`src/rtl/hazard_ctl.sv`:
```
module hazard_ctl #(
  parameter int REG_W  = 5,
  parameter int INSN_W = 32,
  parameter logic [INSN_W-1:0] NOP_WORD = '0
) (
  input  logic              clk,
  input  logic              rst_n,
  input  logic [REG_W-1:0]  id_rs,
  input  logic [REG_W-1:0]  id_rt,
  input  logic [REG_W-1:0]  ex_rt,
  input  logic              ex_mem_read,
  input  logic              ex_branch_taken,
  input  logic [INSN_W-1:0] if_insn,
  output logic              pc_we,
  output logic              ifid_we,
  output logic              idex_bubble,
  output logic              ifid_flush,
  output logic [INSN_W-1:0] ifid_insn_d
);

  logic stall_q;
  logic src_hit;
  logic load_use;
  logic stall;

  assign src_hit  = (ex_rt == id_rs) || (ex_rt == id_rt);
  assign load_use = ex_mem_read && (ex_rt != '0) && src_hit;
  assign stall    = load_use && !stall_q && !ex_branch_taken;

  assign pc_we       = !stall;
  assign ifid_we     = !stall;
  assign idex_bubble = stall || ex_branch_taken;
  assign ifid_flush  = ex_branch_taken;
  assign ifid_insn_d = ex_branch_taken ? NOP_WORD : if_insn;

  always_ff @(posedge clk) begin
    if (!rst_n) stall_q <= 1'b0;
    else        stall_q <= stall;
  end

  assert_load_use_rs_R1: assert property (@(posedge clk) disable iff (!rst_n)
    (ex_mem_read && !ex_branch_taken && ex_rt != '0 && ex_rt == id_rs && !stall_q)
      |-> (!pc_we && !ifid_we && idex_bubble));

  assert_quiet_R3: assert property (@(posedge clk) disable iff (!rst_n)
    (!ex_mem_read && !ex_branch_taken) |-> (pc_we && ifid_we && !idex_bubble && !ifid_flush));

  assert_zero_dest_R4: assert property (@(posedge clk) disable iff (!rst_n)
    (ex_rt == '0) |-> pc_we);

  assert_one_cycle_R5: assert property (@(posedge clk) disable iff (!rst_n)
    !pc_we |=> pc_we);

  assert_flush_ctrl_R6: assert property (@(posedge clk) disable iff (!rst_n)
    ifid_flush |-> (idex_bubble && pc_we && ifid_we));

  assert_flush_word_R7: assert property (@(posedge clk) disable iff (!rst_n)
    ifid_flush |-> (ifid_insn_d == NOP_WORD));

  assert_branch_wins_R8: assert property (@(posedge clk) disable iff (!rst_n)
    ex_branch_taken |=> !stall_q);

endmodule

```
`config.mk`:
```
export PLATFORM = sky130hd
export DESIGN_NAME = hazard_ctl
export DESIGN_NICKNAME = d
export VERILOG_FILES = /design/src/rtl/hazard_ctl.sv
export SDC_FILE = /design/constraint.sdc
export NUM_CORES = 1
export LEC_CHECK = 0
export BUFFER_PORTS_ARGS = -buffer_cell sky130_fd_sc_hd__buf_2
export CAP_MARGIN = 20
export CORE_MARGIN = 4
export CORE_UTILIZATION = 22
export CTS_BUF_LIST = sky130_fd_sc_hd__clkbuf_4
export DETAILED_ROUTE_END_ITERATION = 12
export MAX_ROUTING_LAYER = met4
export PLACE_DENSITY = 0.77
export SETUP_SLACK_MARGIN = 0.2
export SKIP_LAST_GASP = 1
export SYNTH_ARGS = -nofsm -noshare
export SYNTH_HDL_FRONTEND = slang
export SYNTH_SLANG_ARGS = --single-unit
```
`constraint.sdc`:
```
create_clock -name clk -period 1 [get_ports clk]
set_input_delay 0.1 -clock clk [delete_from_list [all_inputs] [get_ports clk]]
set_output_delay 0.1 -clock clk [all_outputs]
set_load 0.05 [all_outputs]
```
[Word-level counts from Yosys, hierarchy flattened]
Index checks and enable logic that the tools add are counted.
Cells by class
  reduce and logical (&&, ||, !) cells: 10
  multiplexer cells: 1
  equal/unequal tests: 2
Operator list (count)
  $mux W32: 1
  $eq A5 B5 Y1: 2
  $reduce_bool A5 Y1: 1
  $logic_and A1 B1 Y1: 4
  $logic_not A1 Y1: 3
  $logic_or A1 B1 Y1: 2
Word-level totals
  logic and storage cells: 14
  bits in registers: 1
  output and inout port bits: 36
  input bits: 51

[Logic depth before layout (Yosys ltp)]
  depth after elaboration: 6
  depth in mapped cells: 5
  depth with buffers taken out: 4

[Worst setup path after synthesis]
OpenSTA, ideal clock, no wires.
  kind: input to output
  start point: in ex_rt[0]
  end point: out pc_we
  arrival time: 1.483 ns
  required time: 0.900 ns
  stages on the path: 4
  path buffers: 1
  slack: -0.583 ns
  cells stage by stage: or4_1 > o21ai_2 > or3_1 > buf_4
On the way
  cells in the longest elaborated chain, start to end: 6
  elaborated cells on any way between the ends: 9
  classes of those cells: eq/ne (2); reduce/logical (7)
RTL lines
  start, declared: line 10  | input logic [REG_W-1:0] ex_rt,
  $eq A5 B5 Y1 or $reduce_bool A5 Y1 (tied branches): line 26, 27
  $logic_or A1 B1 Y1 or $logic_and A1 B1 Y1 (tied branches): line 26, 27
  $logic_and A1 B1 Y1 *: line 27  | assign load_use = ex_mem_read && (ex_rt != '0) && src_hit;
  $logic_and A1 B1 Y1 * (2 in a row): line 28  | assign stall = load_use && !stall_q && !ex_branch_taken;
  $logic_not A1 Y1 *
  end, declared: line 14  | output logic pc_we,
Mark *: on every way between the ends. The rest lies on a longest branch, timed or not.

[Final worst setup path]
  start point: in ex_rt[4]
  end point: out idex_bubble
On the way
  cells in the longest elaborated chain, start to end: 6
  elaborated cells on any way between the ends: 9
  classes of those cells: eq/ne (2); reduce/logical (7)
RTL lines
  $eq A5 B5 Y1 or $reduce_bool A5 Y1 (tied branches): line 26, 27
  $logic_or A1 B1 Y1 or $logic_and A1 B1 Y1 (tied branches): line 26, 27
  $logic_and A1 B1 Y1 *: line 27
  $logic_and A1 B1 Y1 * (2 in a row): line 28
  $logic_or A1 B1 Y1 *: line 32  | assign idex_bubble = stall || ex_branch_taken;
  end, declared: line 16  | output logic idex_bubble,
Marks and branches as above.

==> flow_metrics.tcl <==
set metrics [dict create \
    wl_per_cell_um 17.6 \
    antenna_found_initial 0 \
    crit_path_start_kind "primary input" \
    crit_arrival_ps 1210 \
    nets 203 \
    synth_seq_cells 1 \
    ys_types 13 \
    maxCapViolations 0 \
    final_common_cell "buf_2" \
    slew_viol_final 0 \
    netlist_top_cells_area "nor2b_1, xor2_1, dfxtp_1" \
    fin_total_pwr_uw 940 \
    worst_pin_slew_ps 196 \
    crit_type "in -> out" \
    io_buffers 86 \
    top_register "stall_q" \
    failed_checks "negative setup slack" \
    die_h_um 51.7 \
    drc 0 \
    placed_cell_area_um2 1160 \
    switchingPower_uw 486 \
    hold_class "in -> reg" \
    avgSynthCellArea_um2 7.10 \
    yosysWarnings 0 \
    die_area_um2 2670 \
    slew_headroom 0.869 \
    leakagePower_nw 0.807 \
    internal_power_uw 454 \
    crit_path_max_fanout 3 \
    grt_max_degree 10 \
    max_stage_delay_ps 530 \
    syn_inst 59 \
    grt_pass1_vias 818 \
    finalHoldViolCount 0 \
    drt_iter0_drc 6 \
    syn_area_um2 419 \
    period_share 1.31 \
    largest_register_ff_count 1 \
    via_count 770 \
    grt.total_usage 0.208 \
    die_x_um 51.7 \
    routed_wl_mm 3.09 \
    utilization 0.873 \
    area_delta_synth_final_pct 267 \
    first_pass_iters 4 \
    initial_core_util 0.238 \
    ys_seq_area_frac 0.0478 \
    clk_pin_slew_worst_paths_ps 0 \
    design.core.area_um2 1760 \
    syn_nets 110 \
    crit_top_cell "buf_6" \
    power_density_nw_per_um2 610 \
    status "finished, violations left" \
    clock_latency_ps 0 \
    switching_share 0.517 \
    fin_area_um2 1540 \
    synthDominantCellAreaShare 0.493 \
    antenna_left 0 \
    gp_congestion 0.748 \
    place_ws_ps -402 \
    peakVddDrop_uv 399 \
    setup_slack_ps -312 \
    drive_above_1_share 0.920 \
    endpoint_kind "output port" \
    rsz0062_at_grt "true" \
    insertedDiodeCount 0 \
    fin_crit_ps 1310 \
    cp_cell_sequence "buf_8 -> or4_4 -> o21ai_4 -> buf_6 -> o21bai_4 -> buf_6" \
    fin_skew_ps 0 \
    max_freq_mhz 762 \
    p_comb_frac 0.956 \
    worstPathRequired_ps 900 \
    worst_path_max_delay_cell "or4_4" \
    largestRegisters "stall_q (1)" \
    vias_per_cell 4.40 \
    pwr-share-clk 0 \
    fp-row-count 15 \
    grt_pass1_wl_mm 4.06 \
    setup_viol 4 \
    io_pins 87 \
    synth_top_area_cell "nor2b_1" \
    mostFrequentLayoutCells "buf_2, buf_6, nor2b_4" \
    seqPwrFrac 0.044 \
    grt_overflow 0 \
]
-- worst max-delay path, delay by kind of cell --
kind,cells,cell delay [ps]
buffers and inverters,3,370
AO/OA/AOI/OAI,2,200
AND/OR/NAND/NOR,1,530
-- stage by stage --
stage	hold slack (ps)	TNS, ps	instances
2_1_floorplan	269	-540	59
3_3_place_gp	381	-1340	172
3_5_place_dp	394	-1410	172
4_1_cts	365	-1290	175
5_1_grt	386	-1300	175
6_report	375	-1150	175
-- cell families (layout without fill, tap and decap cells) --
kind of cell	Yosys count	in the layout	share of synthesized area
compound gates	3	3	0.0687
xor+xnor	10	10	0.209
buf+inv	5	96	0.0627
flops	1	1	0.0478
simple gates	40	40	0.612
-- routing by layer --
metal | up-vias | GRT usage | share of wire
li1 | 365 | - | -
met1 | 346 | 0.189 | 0.31
met2 | 57 | 0.451 | 0.56
met3 | 2 | 0.0458 | 0.12
met4 | 0 | 0 | 0.0068
met5 | - | - | 0
-- final timing paths --
check	endpoint	startpoint	cells after the start	slack (ps)
hold / removal	stall_q	ex_branch_taken	2	380
setup / recovery	idex_bubble	ex_rt[4]	6	-310
hold reg to reg	stall_q	stall_q	5	690
setup reg to reg	stall_q	stall_q	5	-40
-- cell type report --
cell class                      count  area, um^2
Sequential cell                     1        20.0
Fill cell                          93         224
Timing Repair Buffer               96         843
Multi-Input combinational cell     53         646
Tap cell                           25        31.3
-- synthesized netlist by cell type --
| master | number |
|---|---|
| nor2b_1 | 33 |
| xor2_1 | 10 |
| clkbuf_1 | 3 |
| buf_4 | 2 |
| nor2_1 | 2 |
| nor3_2 | 2 |
| a22oi_2 | 1 |
| dfxtp_1 | 1 |
| nor4b_1 | 1 |
| o21ai_2 | 1 |
| o21bai_1 | 1 |
| or3_1 | 1 |
| or4_1 | 1 |
-- power groups by stage --
stage	Sequential [mW]	Combinational [mW]	Clock, mW
global placement	0.0413	0.692	0
global route	0.0413	0.933	0
detailed placement	0.0413	0.708	0
CTS	0.0413	0.833	0
floorplan	0.0413	0.496	0
finish	0.0413	0.898	0
-- repair_timing --
| item | in CTS | in global routing |
|---|---|---|
| setup buffers | 2 | 0 |
| resized for setup | 70 | 27 |
| pin swaps | 10 | 5 |
| endpoints found under the setup margin | 37 | 28 |
| hold buffers | 0 | 0 |
| endpoints found under the hold margin | 0 | 0 |
| cloned | 1 | 0 |
(Power assumes the default switching activity.)
